--- config.mk ---
export PLATFORM = sky130hd
export DESIGN_NAME = pwc_link
export DESIGN_NICKNAME = d
export VERILOG_FILES = /design/src/rtl/pwc_pkg.sv /design/src/rtl/pwc_width_class.sv /design/src/rtl/pwc_tx.sv /design/src/rtl/pwc_rx.sv /design/src/rtl/pwc_link.sv
export SDC_FILE = /design/constraint.sdc
export NUM_CORES = 1
export LEC_CHECK = 0
export ABC_AREA = 1
export BUFFER_PORTS_ARGS = -buffer_cell sky130_fd_sc_hd__buf_2
export CORE_UTILIZATION = 59
export DETAILED_ROUTE_END_ITERATION = 7
export PLACE_DENSITY_LB_ADDON = 0.05
export SYNTH_ARGS = -nofsm -noshare
export SYNTH_HDL_FRONTEND = slang
export SYNTH_SLANG_ARGS = --single-unit
--- constraint.sdc ---
create_clock -name clk -period 2.4 [get_ports clk]
set_clock_uncertainty 0.15 [all_clocks]
set_input_delay 0.36 -clock clk [delete_from_list [all_inputs] [get_ports clk]]
set_output_delay 0.36 -clock clk [all_outputs]
set_load 0.005 [all_outputs]
--- src/rtl/pwc_pkg.sv ---
package pwc_pkg;

   typedef enum logic [1:0] {
      TX_IDLE  = 2'd0,
      TX_MARK  = 2'd1,
      TX_SPACE = 2'd2
   } tx_state_e;

   typedef enum logic [1:0] {
      SYM_ZERO   = 2'd0,
      SYM_ONE    = 2'd1,
      SYM_STROBE = 2'd2
   } sym_e;

   function automatic int unsigned max2(input int unsigned a, input int unsigned b);
      return (a > b) ? a : b;
   endfunction

endpackage

--- src/rtl/pwc_width_class.sv ---
module pwc_width_class
   import pwc_pkg::*;
#(
   parameter int unsigned CNT_W      = 9,
   parameter int unsigned ONE_MIN    = 34,
   parameter int unsigned STROBE_MIN = 125
) (
   input  logic [CNT_W-1:0] width,
   output sym_e             sym
);

   localparam logic [CNT_W-1:0] ONE_LIM = CNT_W'(ONE_MIN);
   localparam logic [CNT_W-1:0] STB_LIM = CNT_W'(STROBE_MIN);

   generate
      if (STROBE_MIN >= (1 << CNT_W)) begin : g_bad_width
         $error("pwc_width_class: counter too narrow for strobe threshold");
      end
   endgenerate

   always_comb begin
      if (width >= STB_LIM)      sym = SYM_STROBE;
      else if (width >= ONE_LIM) sym = SYM_ONE;
      else                       sym = SYM_ZERO;
   end

endmodule

--- src/rtl/pwc_tx.sv ---
module pwc_tx
   import pwc_pkg::*;
#(
   parameter int unsigned WORD_W       = 16,
   parameter int unsigned ZERO_TICKS   = 18,
   parameter int unsigned ONE_TICKS    = 50,
   parameter int unsigned STROBE_TICKS = 200,
   parameter int unsigned GAP_TICKS    = 10
) (
   input  logic              clk,
   input  logic              rst_n,
   input  logic              tick,
   input  logic [WORD_W-1:0] data,
   input  logic              valid,
   output logic              ready,
   output logic              busy,
   output logic              line
);

   localparam int unsigned LONGEST = max2(max2(STROBE_TICKS, ONE_TICKS), max2(ZERO_TICKS, GAP_TICKS));
   localparam int unsigned CW      = $clog2(LONGEST + 1);
   localparam int unsigned BW      = $clog2(WORD_W + 1);

   tx_state_e         state;
   logic [CW-1:0]     cnt;
   logic [WORD_W-1:0] sh;
   logic [BW-1:0]     bits_left;
   logic              last;
   logic [CW-1:0]     mark_len;
   logic              mark_end;
   logic              space_end;

   always_comb begin
      if (last)                mark_len = CW'(STROBE_TICKS);
      else if (sh[WORD_W-1])   mark_len = CW'(ONE_TICKS);
      else                     mark_len = CW'(ZERO_TICKS);
   end

   assign mark_end  = tick && (cnt == (mark_len - CW'(1)));
   assign space_end = tick && (cnt == CW'(GAP_TICKS - 1));

   always_ff @(posedge clk or negedge rst_n) begin
      if (!rst_n) begin
         state     <= TX_IDLE;
         cnt       <= '0;
         sh        <= '0;
         bits_left <= '0;
         last      <= 1'b0;
      end else begin
         case (state)
            TX_IDLE: begin
               if (valid) begin
                  sh        <= data;
                  bits_left <= BW'(WORD_W);
                  last      <= 1'b0;
                  cnt       <= '0;
                  state     <= TX_MARK;
               end
            end
            TX_MARK: begin
               if (mark_end) begin
                  cnt   <= '0;
                  state <= TX_SPACE;
                  if (!last) begin
                     sh        <= {sh[WORD_W-2:0], 1'b0};
                     bits_left <= bits_left - BW'(1);
                  end
               end else if (tick) begin
                  cnt <= cnt + CW'(1);
               end
            end
            TX_SPACE: begin
               if (space_end) begin
                  cnt <= '0;
                  if (last) begin
                     state <= TX_IDLE;
                     last  <= 1'b0;
                  end else begin
                     state <= TX_MARK;
                     last  <= (bits_left == '0);
                  end
               end else if (tick) begin
                  cnt <= cnt + CW'(1);
               end
            end
            default: state <= TX_IDLE;
         endcase
      end
   end

   assign ready = (state == TX_IDLE);
   assign busy  = (state != TX_IDLE);
   assign line  = (state == TX_MARK);

endmodule

--- src/rtl/pwc_rx.sv ---
module pwc_rx
   import pwc_pkg::*;
#(
   parameter int unsigned WORD_W     = 16,
   parameter int unsigned ONE_MIN    = 34,
   parameter int unsigned STROBE_MIN = 125,
   parameter int unsigned CNT_W      = 9
) (
   input  logic              clk,
   input  logic              rst_n,
   input  logic              tick,
   input  logic              line,
   output logic [WORD_W-1:0] word,
   output logic              word_valid,
   output logic              frame_err
);

   localparam int unsigned NB_W = $clog2(WORD_W + 2);

   logic              line_q;
   logic [CNT_W-1:0]  cnt;
   logic [WORD_W-1:0] sh;
   logic [NB_W-1:0]   nbits;
   logic              fall;
   sym_e              sym;

   pwc_width_class #(
      .CNT_W      (CNT_W),
      .ONE_MIN    (ONE_MIN),
      .STROBE_MIN (STROBE_MIN)
   ) u_cls (
      .width (cnt),
      .sym   (sym)
   );

   assign fall = line_q && !line;

   always_ff @(posedge clk or negedge rst_n) begin
      if (!rst_n) begin
         line_q <= 1'b0;
         cnt    <= '0;
      end else begin
         line_q <= line;
         if (!line)                    cnt <= '0;
         else if (tick && (cnt != '1)) cnt <= cnt + CNT_W'(1);
      end
   end

   always_ff @(posedge clk or negedge rst_n) begin
      if (!rst_n) begin
         sh         <= '0;
         nbits      <= '0;
         word       <= '0;
         word_valid <= 1'b0;
         frame_err  <= 1'b0;
      end else begin
         word_valid <= 1'b0;
         if (fall) begin
            if (sym == SYM_STROBE) begin
               nbits <= '0;
               if (nbits == NB_W'(WORD_W)) begin
                  word       <= sh;
                  word_valid <= 1'b1;
                  frame_err  <= 1'b0;
               end else begin
                  frame_err  <= 1'b1;
               end
            end else begin
               sh <= {sh[WORD_W-2:0], (sym == SYM_ONE)};
               if (nbits != '1) nbits <= nbits + NB_W'(1);
            end
         end
      end
   end

endmodule

--- src/rtl/pwc_link.sv ---
module pwc_link
   import pwc_pkg::*;
#(
   parameter int unsigned WORD_W       = 16,
   parameter int unsigned ZERO_TICKS   = 18,
   parameter int unsigned ONE_TICKS    = 50,
   parameter int unsigned STROBE_TICKS = 200,
   parameter int unsigned GAP_TICKS    = 10,
   parameter int unsigned ONE_MIN      = 34,
   parameter int unsigned STROBE_MIN   = 125
) (
   input  logic              clk,
   input  logic              rst_n,
   input  logic              tick,
   input  logic [WORD_W-1:0] tx_data,
   input  logic              tx_valid,
   output logic              tx_ready,
   output logic              tx_busy,
   output logic              line_out,
   input  logic              line_in,
   output logic [WORD_W-1:0] rx_word,
   output logic              rx_word_valid,
   output logic              rx_frame_err
);

   localparam int unsigned RX_CNT_W = $clog2(max2(STROBE_TICKS, STROBE_MIN) + 1) + 1;

   generate
      if (WORD_W < 2 || ZERO_TICKS == 0 || GAP_TICKS == 0) begin : g_bad_size
         $error("pwc_link: WORD_W must be >= 2 and tick counts nonzero");
      end
      if (!(ZERO_TICKS < ONE_MIN && ONE_MIN <= ONE_TICKS &&
            ONE_TICKS < STROBE_MIN && STROBE_MIN <= STROBE_TICKS)) begin : g_bad_order
         $error("pwc_link: pulse widths and decode thresholds out of order");
      end
   endgenerate

   pwc_tx #(
      .WORD_W       (WORD_W),
      .ZERO_TICKS   (ZERO_TICKS),
      .ONE_TICKS    (ONE_TICKS),
      .STROBE_TICKS (STROBE_TICKS),
      .GAP_TICKS    (GAP_TICKS)
   ) u_tx (
      .clk   (clk),
      .rst_n (rst_n),
      .tick  (tick),
      .data  (tx_data),
      .valid (tx_valid),
      .ready (tx_ready),
      .busy  (tx_busy),
      .line  (line_out)
   );

   pwc_rx #(
      .WORD_W     (WORD_W),
      .ONE_MIN    (ONE_MIN),
      .STROBE_MIN (STROBE_MIN),
      .CNT_W      (RX_CNT_W)
   ) u_rx (
      .clk        (clk),
      .rst_n      (rst_n),
      .tick       (tick),
      .line       (line_in),
      .word       (rx_word),
      .word_valid (rx_word_valid),
      .frame_err  (rx_frame_err)
   );

endmodule

# Word level (Yosys, flattened, before mapping)
# Cells that the tools add are included.
# word_totals
n_memories	0
mem_bits_ro	0
ramBits	0
in_bits	21
word_cells	88
reg_bits	81
latchBits	0
output_inout_bits	21
# classes
n_shift	0
div_mod_pow	0
mux	34
eq_ne	14
addsub	5
n_reduce_logical	20
n_bitwise	1
n_lt_le_gt_ge	2
mul	0
# ops
operator	count
16-bit two-way mux	3
8-bit two-way mux	5
16-bit case mux with 2 select lines	1
5-bit two-way mux	5
8-bit case mux with 3 select lines	1
9-bit two-way mux	2
5-bit case mux with 2 select lines	1
9-bit by 1-bit adder with 9-bit output (second input constant)	1
9-bit by 6-bit greater-or-equal comparator with 1-bit output (second input constant)	1
9-bit by 7-bit greater-or-equal comparator with 1-bit output (second input constant)	1
1-bit two-way mux	9
9-bit inequality test (second input constant)	1
3-bit AND reduction	3
8-bit by 1-bit adder with 8-bit output (second input constant)	1
8-bit by 4-bit == test with 1-bit output (second input constant)	1
8-bit == test	1
2-bit two-way mux	4
2-bit AND reduction	4
2-bit nonzero test	4
8-bit by 1-bit subtractor with 8-bit output (second input constant)	1
6-bit two-way mux	1
2-bit by 1-bit inequality test with 1-bit output (second input constant)	3
2-bit case mux with 3 select lines	1
5-bit by 1-bit adder with 5-bit output (second input constant)	1
other kinds (14)	20

# Depth between registers and ports, before layout
# Gate-level depths: netlist (run 1).
# logic_depth
depth_word	7
ltp_mapped	11

# Hierarchy
# From an unflattened synthesis (run 1), not the netlist that was laid out.
# unflattened
hier_cells	485
hier_area_um2	4219.0
# modules_own_cells
module	seq_area_each_um2	n_inst	cells_each	area_each_um2
pwc_rx	1226.2	1	231	2180.8
pwc_tx	800.8	1	240	1969.4
pwc_width_class	0.0	1	14	68.8

# Least setup slack after synthesis (run 1)
# Ideal clock, no wire load.
# synth_timing
kind	register to register
start	register u_rx.cnt[0]
end	register u_rx.cnt[7]
required_ns	2.127
stages_incl_launch_ff	11
path_slack_ns	0.482
setup_ns	0.123
arrival_ns	1.644
cell_sequence	dfrtp_1 > ha_1 > nand3_1 > nor3_1 > ha_1 > nor2_1 > nor2_1 > nor2_1 > nand2_1 > o21ai_0 > a21oi_1
# synth_via
elab_chain_cells	3
elab_cells_between_ends	6
cone_classes	add/sub (1); eq/ne (2); mux (2); reduce/logical (1)
# synth_rtl
element	line	rtl
start, declared	pwc_rx.sv:21	logic [CNT_W-1:0] cnt;
start signal, assigned	pwc_rx.sv:45	else if (tick && (cnt != '1)) cnt <= cnt + CNT_W'(1);
9-bit by 1-bit adder with 9-bit output or 9-bit inequality test (tied branches)	pwc_rx.sv:45	
9-bit two-way mux or 1-bit logical AND (tied branches)	pwc_rx.sv:45	
9-bit two-way mux or 2-bit by 1-bit inequality test with 1-bit output (tied branches)	--	
# Parallel ways exist; a longest one is shown, timed or not. The select of a mux whose other input is x is not followed.
# A chain may end at the register's enable or synchronous reset.

# Worst setup path in the final report (run 1)
# Same ends and word-level chain as after synthesis.

==> results_dict.tcl, run 1 <==
set metrics [dict create \
    outcome "completed" \
    finalSetupViolCount 0 \
    dr.pass1.iters 4 \
    n_antenna_cell 0 \
    io_pins 42 \
    synth_cell_type_count 31 \
    cts_resized 0 \
    max_stage_delay_ns 0.43 \
    postSynthAreaPerCell_um2 8.86 \
    port_buffers 41 \
    worst_slack_ns 0.270 \
    max-cap-violations 0 \
    setup-tns-final_ns 0 \
    path_cells "ha_1 -> nand3_1 -> nor3_1 -> ha_1 -> nor2_1 -> nor2_1 -> nor2_1 -> nand2_1 -> o21ai_0 -> a21oi_1" \
    dpl_worst_slack_ns 0.293 \
    crit_slowest_cell "dfrtp_1" \
    clkTransAtPathRegs_ns 0.09 \
    timing.hold.ws_ns 0.0519 \
    slew-limit-headroom_pct 70.5 \
    htree_levels 3 \
    synth_area_leaders "dfrtp_1, nand2_1, o21ai_2" \
    synthMostInstantiatedCell "nand2_1" \
    async_flop_share_pct 100 \
    grt_pass1_wl_um 13600 \
    multi_input_area_um2 1850 \
    cts_setup_buffers 0 \
    critPathRequiredTime_ns 2.49 \
    viasPerCell 5.12 \
    ir_drop_mv 0.572 \
    grt_overflow 0 \
    drc 0 \
    finish.instance_area_um2 4740 \
    drtIter0Drc 165 \
    initial_core_util_pct 61.5 \
    dr_total_vias 3183 \
    p_seq_share_pct 39.3 \
    cts_tree "built" \
    dieWidth_um 86.6 \
    wl_per_cell_um 12.3 \
    yosys.area.top_type "dfrtp_1" \
    cp.arrival_ns 2.22 \
    rsz0062_at_grt "false" \
    finalNetCount 557 \
    post-route-period-util_pct 88.7 \
    grt_pass1_vias 3039 \
    synth_edf_count 0 \
    ant_nets 0 \
    clockPowerShare_pct 25.0 \
    p_leak_nw 2.38 \
    core_area_um2 6870 \
    cts_buffers 9 \
    synth_top_area_share_pct 48.0 \
    mappedNetlistNets 513 \
    internal-power_mw 2.89 \
    switchingPower_mw 1.80 \
    areaGrowthSynthToFinish_pct 12.1 \
    syn_inst 477 \
    grt_max_degree 40 \
    clock_latency_ns 0.36 \
    crit_fanout 5 \
    fin_util_pct 69.0 \
    syn_area_um2 4230 \
    die_h_um 86.6 \
    critical_path.endpoint_type "flop" \
    synthFlopType "dfrtp_1" \
    critical-path-top-delay-family "simple AND/OR/NAND/NOR gates" \
    path_class "reg -> reg" \
    switching_share_pct 38.4 \
    comb_power_share_pct 35.7 \
    fmaxAchievable_mhz 470 \
    crit_path_frequent_cell "nor2_1" \
    antenna_found_initial 0 \
    nFillCells 587 \
    drive_above_1_share_pct 22.6 \
    synth_common_cells "nand2_1, dfrtp_1, inv_1, o21ai_2" \
    root_buffer "clkbuf_8" \
    rows 30 \
    cts.sink_count 81 \
    ys_seq_area_share_pct 48.0 \
    drv_slew 0 \
    hpwl_um 5350 \
    ys_warn_count 0 \
    path_buf_inv 0 \
    hp-class "in -> reg" \
    totalWireLength_um 7630 \
    place_area_um2 4500 \
    power_density_nw_per_um2 988 \
    place_congestion 0.872 \
    grtUsageTotal_pct 23.1 \
    clock_path_buffers 2 \
    cp-start-kind "flop" \
    period_needed_ns 2.13 \
    worst_pin_slew_ns 0.443 \
    hold_viol_final 0 \
    ys_ff_latch 81 \
    register_area_um2 2030 \
    die_area_um2 7500 \
]
==> state kept, by name, summed over array words and instances (netlist names) <==
name	cells
u_rx.sh	16
u_rx.frame_err	1
u_rx.word_valid	1
u_tx.state	2
u_rx.word	16
u_tx.cnt	8
u_rx.line_q	1
u_tx.bits_left	5
u_rx.cnt	9
u_tx.last	1
u_rx.nbits	5
u_tx.sh	16
==> routing by layer <==
metal	vias up	global-route usage, %	wire, µm
met5	-	0	0
met4	0	9.09	110
met3	9	4.29	226
met2	68	36.2	3350
met1	1474	31.9	3940
li1	1632	-	-
==> worst paths after layout <==
path                            cells after the start        start  slack, ns            end
worst min-delay path                                1      line_in       0.05    u_rx.line_q
min in group asynchronous                           2        rst_n       0.31    u_tx.cnt[4]
worst max-delay path                               10  u_rx.cnt[0]       0.27    u_rx.cnt[7]
max in group asynchronous                           3        rst_n       1.23    u_rx.line_q
worst min register to register                      2  u_rx.sh[15]       0.33  u_rx.word[15]
worst max register to register                     10  u_rx.cnt[0]       0.27    u_rx.cnt[7]
==> cell usage in the layout (no fill, tap or decap), types with 3 or more instances in the layout <==
cell	synthesis	layout
nand2_1	126	126
dfrtp_1	81	81
inv_1	53	53
buf_2	4	40
o21ai_2	35	35
nand3_1	26	26
nor2_1	26	26
o21ai_0	25	25
mux2i_1	15	15
ha_1	15	15
a21oi_1	14	14
nand4_1	9	9
clkbuf_8	0	9
nor3_1	5	5
inv_2	5	5
xor2_1	5	5
buf_4	3	5
nand2_2	4	4
nor2_2	3	3
==> cell type report <==
cell class | count | share of cell area (%)
clock buffers | 9 | 2.61
inverters | 58 | 4.59
flip-flops and latches | 81 | 42.8
repair buffers | 48 | 6.07
multi-input cells | 323 | 39.1
clock inverters | 7 | 2.27
well taps | 96 | 2.53
==> stage by stage <==
stage	std cells	total power, mW
finish	622	4.68
global route	622	5.02
floorplan	477	3.23
CTS	622	4.73
detailed placement	605	3.54
global placement	605	3.49
==> logic make-up (layout without fill, tap and decap cells) <==
kind of cell               Yosys count  count (layout)  share of synthesized area, %
AOI/OAI and AO/OA                   78              78                          12.6
xor gates and xnor gates             5               5                          1.04
adders and majority gates           15              15                          4.44
buffers and inverters               73             122                          8.14
DFF                                 81              81                          48.0
muxes                               15              15                          3.55
and+or+nand+nor                    210             210                          22.3
==> what timing repair did <==
item / 4_1_cts / 5_1_grt
hold endpoints to repair: 27 / 0
endpoints found under the setup margin: 0 / 0
hold buffers: 1 / 0
==> power groups by stage <==
| stage | Sequential [mW] | Clock, mW | Combinational, mW |
|---|---|---|---|
| final | 1.84 | 1.17 | 1.67 |
| after global routing | 1.87 | 1.26 | 1.90 |
| after CTS | 1.83 | 1.20 | 1.70 |
| after detailed placement | 1.86 | 0 | 1.69 |
| after global placement | 1.85 | 0 | 1.64 |
| after floorplan | 1.80 | 0 | 1.43 |
(Power assumes the default switching activity.)
==> inputs of run 2 (changes only) <==
--- a/config.mk
+++ b/config.mk
@@ -9,6 +9,7 @@
 export BUFFER_PORTS_ARGS = -buffer_cell sky130_fd_sc_hd__buf_2
 export CORE_UTILIZATION = 59
 export DETAILED_ROUTE_END_ITERATION = 7
+export MAX_ROUTING_LAYER = met4
 export PLACE_DENSITY_LB_ADDON = 0.05
 export SYNTH_ARGS = -nofsm -noshare
 export SYNTH_HDL_FRONTEND = slang
==> run 2 against run 1 <==
  * Register-to-register slack lost 0.06 ns
  * Core utilization is 0.26 points higher
  * Cell area is 0.37% higher
  * Combinational power hardly changed
  * Clock power grew 7%
  * Sequential share of layout area is 0.16 points lower
  * Worst hold slack better by 0.0065 ns
  * Setup slack got worse by 0.060 ns
  * Non-clock buffer count is 1 lower
  * Die area is the same
  * Critical path type unchanged
  * Critical endpoint unchanged
==> results_dict.tcl, run 2 (synthesis results as in run 1) <==
set metrics [dict create \
    outcome "completed" \
    final_common_cell "nand2_1" \
    drc 0 \
    antenna_found_initial 0 \
    clockPowerShare_pct 26.3 \
    internal-power_mw 2.99 \
    drtIter0Drc 128 \
    worst_r2r_path_depth 10 \
    rsz0062_at_grt "false" \
    hp-class "in -> reg" \
    io_pins 42 \
    p_seq_share_pct 38.5 \
    period_needed_ns 2.19 \
    whs_path_depth 1 \
    p_leak_nw 2.39 \
    cts.sink_count 81 \
    cts_buffers 9 \
    drv_slew 0 \
    hpwl_um 5210 \
    slew-limit-headroom_pct 70.6 \
    ir_drop_mv 0.643 \
    clkTransAtPathRegs_ns 0.09 \
    r2r-end "u_rx.cnt[7]" \
    root_buffer "clkbuf_8" \
    port_buffers 41 \
    clock_latency_ns 0.35 \
    finalSetupViolCount 0 \
    critical_path.endpoint_type "flop" \
    grtUsageTotal_pct 23.4 \
    fin_util_pct 69.2 \
    switchingPower_mw 1.77 \
    max-cap-violations 0 \
    die_h_um 86.6 \
    n_antenna_cell 0 \
    place_congestion 0.896 \
    comb_power_share_pct 35.2 \
    crit_path_frequent_cell "nor2_1" \
    path_class "reg -> reg" \
    areaGrowthSynthToFinish_pct 12.6 \
    critPathRequiredTime_ns 2.49 \
    cts_tree "built" \
    r2r-start "u_rx.cnt[0]" \
    ff2ff_setup_slack_ns 0.21 \
    dieWidth_um 86.6 \
    drive_above_1_share_pct 22.5 \
    totalWireLength_um 7560 \
    max_stage_delay_ns 0.43 \
    htree_levels 3 \
    dr.pass1.iters 4 \
    die_area_um2 7500 \
    dpl_worst_slack_ns 0.273 \
    initial_core_util_pct 61.5 \
    mostFrequentLayoutCells "nand2_1, dfrtp_1, inv_1" \
    finalNetCount 556 \
    holdCritStartpoint "line_in" \
    clock_path_buffers 2 \
    crit_fanout 5 \
    setup-tns-final_ns 0 \
    worst_pin_slew_ns 0.442 \
    ant_nets 0 \
    path_cells "ha_1 -> nand3_1 -> nor3_1 -> ha_1 -> nor2_1 -> nor2_1 -> nor2_1 -> nand2_1 -> o21ai_0 -> a21oi_1" \
    viasPerCell 5.14 \
    power_density_nw_per_um2 1000 \
    grt_overflow 0 \
    switching_share_pct 37.2 \
    rows 30 \
    grt_pass1_vias 3081 \
    worst_slack_ns 0.210 \
    cp.arrival_ns 2.28 \
    post-route-period-util_pct 91.3 \
    hold_viol_final 0 \
    wl_per_cell_um 12.2 \
    grt_pass1_wl_um 13500 \
    cts_resized 0 \
    crit_slowest_cell "dfrtp_1" \
    largest_registers "u_rx.sh x16, u_rx.word x16, u_tx.sh x16" \
    core_area_um2 6870 \
    grt_max_degree 51 \
    hold_end "u_rx.line_q" \
    dr_total_vias 3190 \
    fmaxAchievable_mhz 457 \
    cp-start-kind "flop" \
]
-- run 2: cell types whose count changed in the layout (fill, tap and decap cells not counted) --
cell,delta
inv_6,+1
buf_4,-1
clkinvlp_4,-1
clkinv_8,+1
bufinv_16,+1
inv_8,-2
-- run 2: how the worst max path moves through the flow --
stage                           start     endpoint  cells after the start
after floorplan           u_rx.cnt[0]  u_rx.cnt[7]                     10
after global placement    u_rx.cnt[0]  u_rx.cnt[7]                     10
after detailed placement  u_rx.cnt[0]  u_rx.cnt[7]                     10
after CTS                 u_rx.cnt[0]  u_rx.cnt[7]                     10
after global routing      u_rx.cnt[0]  u_rx.cnt[7]                     10
final                     u_rx.cnt[0]  u_rx.cnt[7]                     10
-- run 2: power by group through the flow --
stage	Combinational, mW	Sequential [mW]	Clock (mW)
2_1_floorplan	1.43	1.80	0
3_3_place_gp	1.65	1.84	0
3_5_place_dp	1.70	1.85	0
4_1_cts	1.70	1.83	1.28
5_1_grt	1.91	1.87	1.34
6_report	1.67	1.83	1.25
-- run 2: routing by layer --
metal  up-vias  GRT usage, %  share of wire [%]
met1      1497          31.2                 49
met3        10          4.00                4.1
met4         0          8.18                1.1
met5         -             -                  0
met2        66          36.4                 46
li1       1617             -                  -
-- run 2: layout make-up --
cell class | instances | area (µm²)
tap | 96 | 120
fill | 581 | 2110
timing repair buffer | 47 | 280
multi-input combinational | 323 | 1850
clock buffer | 9 | 124
inverter | 58 | 218
clock inverter | 7 | 133
sequential | 81 | 2030
-- run 2: worst max-delay path, delay by kind of cell (launching register included) --
kind / cells / cell delay (ns)
AOI/OAI and AO/OA: 2 / 0.22
DFF: 1 / 0.43
adders and majority gates: 2 / 0.42
and+or+nand+nor: 6 / 0.86
-- run 2: metrics by stage --
| step | hold slack [ns] | cell area, µm² | std cells | power, mW |
|---|---|---|---|---|
| 5_1_grt | 0.0474 | 4760 | 621 | 5.12 |
| 2_1_floorplan | -0.0856 | 4230 | 477 | 3.23 |
| 3_5_place_dp | 0.182 | 4490 | 604 | 3.55 |
| 3_3_place_gp | 0.183 | 4490 | 604 | 3.49 |
| 6_report | 0.0584 | 4760 | 621 | 4.76 |
| 4_1_cts | 0.0459 | 4760 | 621 | 4.81 |
-- run 2: what timing repair did --
| action | 4_1_cts | 5_1_grt |
|---|---|---|
| hold buffers | 1 | 0 |
| endpoints found under the hold margin | 31 | 0 |
| setup buffers | 0 | 0 |
==> inputs of run 3 (changes only) <==
--- a/config.mk
+++ b/config.mk
@@ -5,9 +5,8 @@
 export SDC_FILE = /design/constraint.sdc
 export NUM_CORES = 1
 export LEC_CHECK = 0
-export ABC_AREA = 1
 export BUFFER_PORTS_ARGS = -buffer_cell sky130_fd_sc_hd__buf_2
-export CORE_UTILIZATION = 59
+export CORE_UTILIZATION = 58
 export DETAILED_ROUTE_END_ITERATION = 7
 export MAX_ROUTING_LAYER = met4
 export PLACE_DENSITY_LB_ADDON = 0.05
==> run 3 against run 2 <==
  * The run now ends with DRC left
  * Worst hold slack improved by 0.027 ns
  * Synthesized area decreased by 7.1%
  * Clock power decreased by 18%
  * Fmax decreased by 0.77%
  * Die area decreased by 5.4%
==> results_dict.tcl, run 3 <==
set metrics [dict create \
    outcome "finished, violations left" \
    failed_checks "DRC" \
    drv_slew 0 \
    maxUsedRoutingLayer "met4" \
    hpwl_um 4890 \
    hp-class "in -> reg" \
    largest_registers "u_rx.sh x16, u_rx.word x16, u_tx.sh x16" \
    root_buffer "clkbuf_8" \
    worst_pin_slew_ns 0.465 \
    ys_ff_latch 81 \
    cp-start-kind "flop" \
    crit_fanout 17 \
    cts_buffers 9 \
    io_pins 42 \
    cts_setup_buffers 0 \
    grtUsageTotal_pct 21.9 \
    critPathRequiredTime_ns 2.47 \
    max-cap-violations 0 \
    ys_seq_area_share_pct 51.7 \
    final_common_cell "dfrtp_1" \
    syn_area_um2 3920 \
    areaGrowthSynthToFinish_pct 14.1 \
    n_antenna_cell 0 \
    power_density_nw_per_um2 868 \
    port_buffers 41 \
    p_leak_nw 2.25 \
    clkTransAtPathRegs_ns 0.09 \
    drive_above_1_share_pct 25.7 \
    place_congestion 0.861 \
    synth_common_cells "dfrtp_1, nand2_1, o21ai_0, mux2_2, nor2_1" \
    wl_met1_um 3320 \
    rows 29 \
    path_class "reg -> reg" \
    ant_nets 0 \
    critical_path.endpoint_type "flop" \
    finalNetCount 435 \
    syn_inst 347 \
    htree_levels 3 \
    fmaxAchievable_mhz 453 \
    die_area_um2 7100 \
    nFillCells 492 \
    fin_cells 481 \
    max_stage_delay_ns 0.48 \
    cts_tree "built" \
    power_mw 3.89 \
    drtIter0Drc 129 \
    cp.arrival_ns 2.28 \
    post-route-period-util_pct 92.0 \
    place_area_um2 4250 \
    grt_max_degree 47 \
    postSynthAreaPerCell_um2 11.3 \
    finalSetupViolCount 0 \
    synth_area_leaders "dfrtp_1, mux2_2, ha_1" \
    setup-tns-final_ns 0 \
    dp_cells 464 \
    crit_slowest_cell "dfrtp_1" \
    synth_top_area_share_pct 51.7 \
    path_buf_inv 2 \
    path_cells "inv_1 -> ha_1 -> nor3_1 -> o21ai_0 -> nor2_1 -> buf_12 -> mux2_2" \
    synthFlopType "dfrtp_1" \
    mappedNetlistNets 383 \
    core_area_um2 6420 \
    antenna_found_initial 0 \
    period_needed_ns 2.21 \
    dr.pass1.iters 8 \
    grt_pass1_wl_um 12000 \
    synth_edf_count 0 \
    rsz0062_at_grt "false" \
    viasPerCell 5.56 \
    dr_total_vias 2675 \
    wl_met2_um 3240 \
    grt_pass1_vias 2633 \
    grt_overflow 0 \
    dieWidth_um 84.3 \
    dr_wl_met3_um 173 \
    die_h_um 84.3 \
    slew-limit-headroom_pct 69.0 \
    yosys.area.top_type "dfrtp_1" \
    hold_viol_final 0 \
    clock_path_buffers 2 \
    synthMostInstantiatedCell "dfrtp_1" \
    async_flop_share_pct 100 \
    synth_cell_type_count 50 \
    clock_latency_ns 0.34 \
    critical-path-top-delay-family "simple AND/OR/NAND/NOR gates" \
    totalWireLength_um 6760 \
    cts.sink_count 81 \
    wl_per_cell_um 14.1 \
    drc 10 \
    fin_util_pct 69.7 \
    ir_drop_mv 0.428 \
    mostFrequentLayoutCells "dfrtp_1, buf_2, nand2_1" \
    initial_core_util_pct 61.1 \
    finish.instance_area_um2 4480 \
    ys_warn_count 0 \
]
==> run 3: cell types whose count changed after synthesis, moves of 8 or more <==
| cell | before | now |
|---|---|---|
| and2_1 | 0 | 8 |
| inv_1 | 53 | 18 |
| mux2_2 | 0 | 24 |
| mux2_4 | 0 | 8 |
| nand2_1 | 126 | 36 |
| nand3_1 | 26 | 8 |
| o21ai_2 | 35 | 0 |
==> run 3: logic make-up after synthesis <==
group / count (synthesis) / share of synthesized area (%)
and+or+nand+nor: 105 / 14.0
DFF: 81 / 51.7
muxes: 48 / 14.0
AOI/OAI and AO/OA: 61 / 10.1
adders and majority gates: 15 / 4.78
xor gates and xnor gates: 10 / 2.23
buffers and inverters: 27 / 3.22
==> run 3: what timing repair did <==
action | 4_1_cts | 5_1_grt
endpoints found under the setup margin | 0 | 3
endpoints found under the hold margin | 35 | 0
hold buffers | 1 | 0
gates resized for setup | 0 | 2
==> run 3: worst register-to-register path, delay by kind of cell (launching register included) <==
kind            cells  cell delay (ns)
compound gates      1             0.16
fa+ha+maj           1             0.18
buf+inv             2             0.26
flops               1             0.48
mux                 1             0.35
simple gates        2             0.50
==> run 3: routing by layer <==
metal | up-vias | GRT usage (%)
li1 | 1316 | -
met4 | 0 | 5.49
met1 | 1320 | 29.2
met3 | 3 | 4.42
met5 | - | -
met2 | 36 | 34.7
==> run 3: worst paths after layout <==
path                                   from                 to  slack [ns]  cells past startpoint
worst max-delay path            u_rx.cnt[1]        u_rx.sh[12]        0.19                      7
worst min-delay path             tx_data[0]         u_tx.sh[0]        0.09                      3
worst max register to register  u_rx.cnt[1]        u_rx.sh[12]        0.19                      7
worst min register to register  u_tx.sh[14]        u_tx.sh[14]        0.34                      2
max in group asynchronous             rst_n       u_rx.word[2]        1.15                      3
min in group asynchronous             rst_n  u_tx.bits_left[2]        0.36                      2
==> run 3: where the power goes <==
group          switching [mW]  total (mW)  internal [mW]
combinational           0.525       0.983          0.457
sequential              0.216        1.88           1.66
clock                   0.503        1.03          0.524
==> run 3: layout make-up <==
type / instances / area [µm²] / area share (%)
flip-flops and latches: 81 / 2030 / 45.3
multi-input cells: 239 / 1770 / 39.6
repair buffers: 50 / 303 / 6.76
clock buffers: 10 / 138 / 3.07
well taps: 77 / 96.3 / 2.15
clock inverters: 6 / 72.6 / 1.62
inverters: 18 / 67.6 / 1.51
==> run 3: stage by stage <==
stage / worst slack [ns] / hold slack [ns]
floorplan: 0.221 / -0.0856
global placement: 0.292 / 0.200
detailed placement: 0.162 / 0.198
CTS: 0.156 / 0.0750
global route: 0.0105 / 0.0709
finish: 0.193 / 0.0851
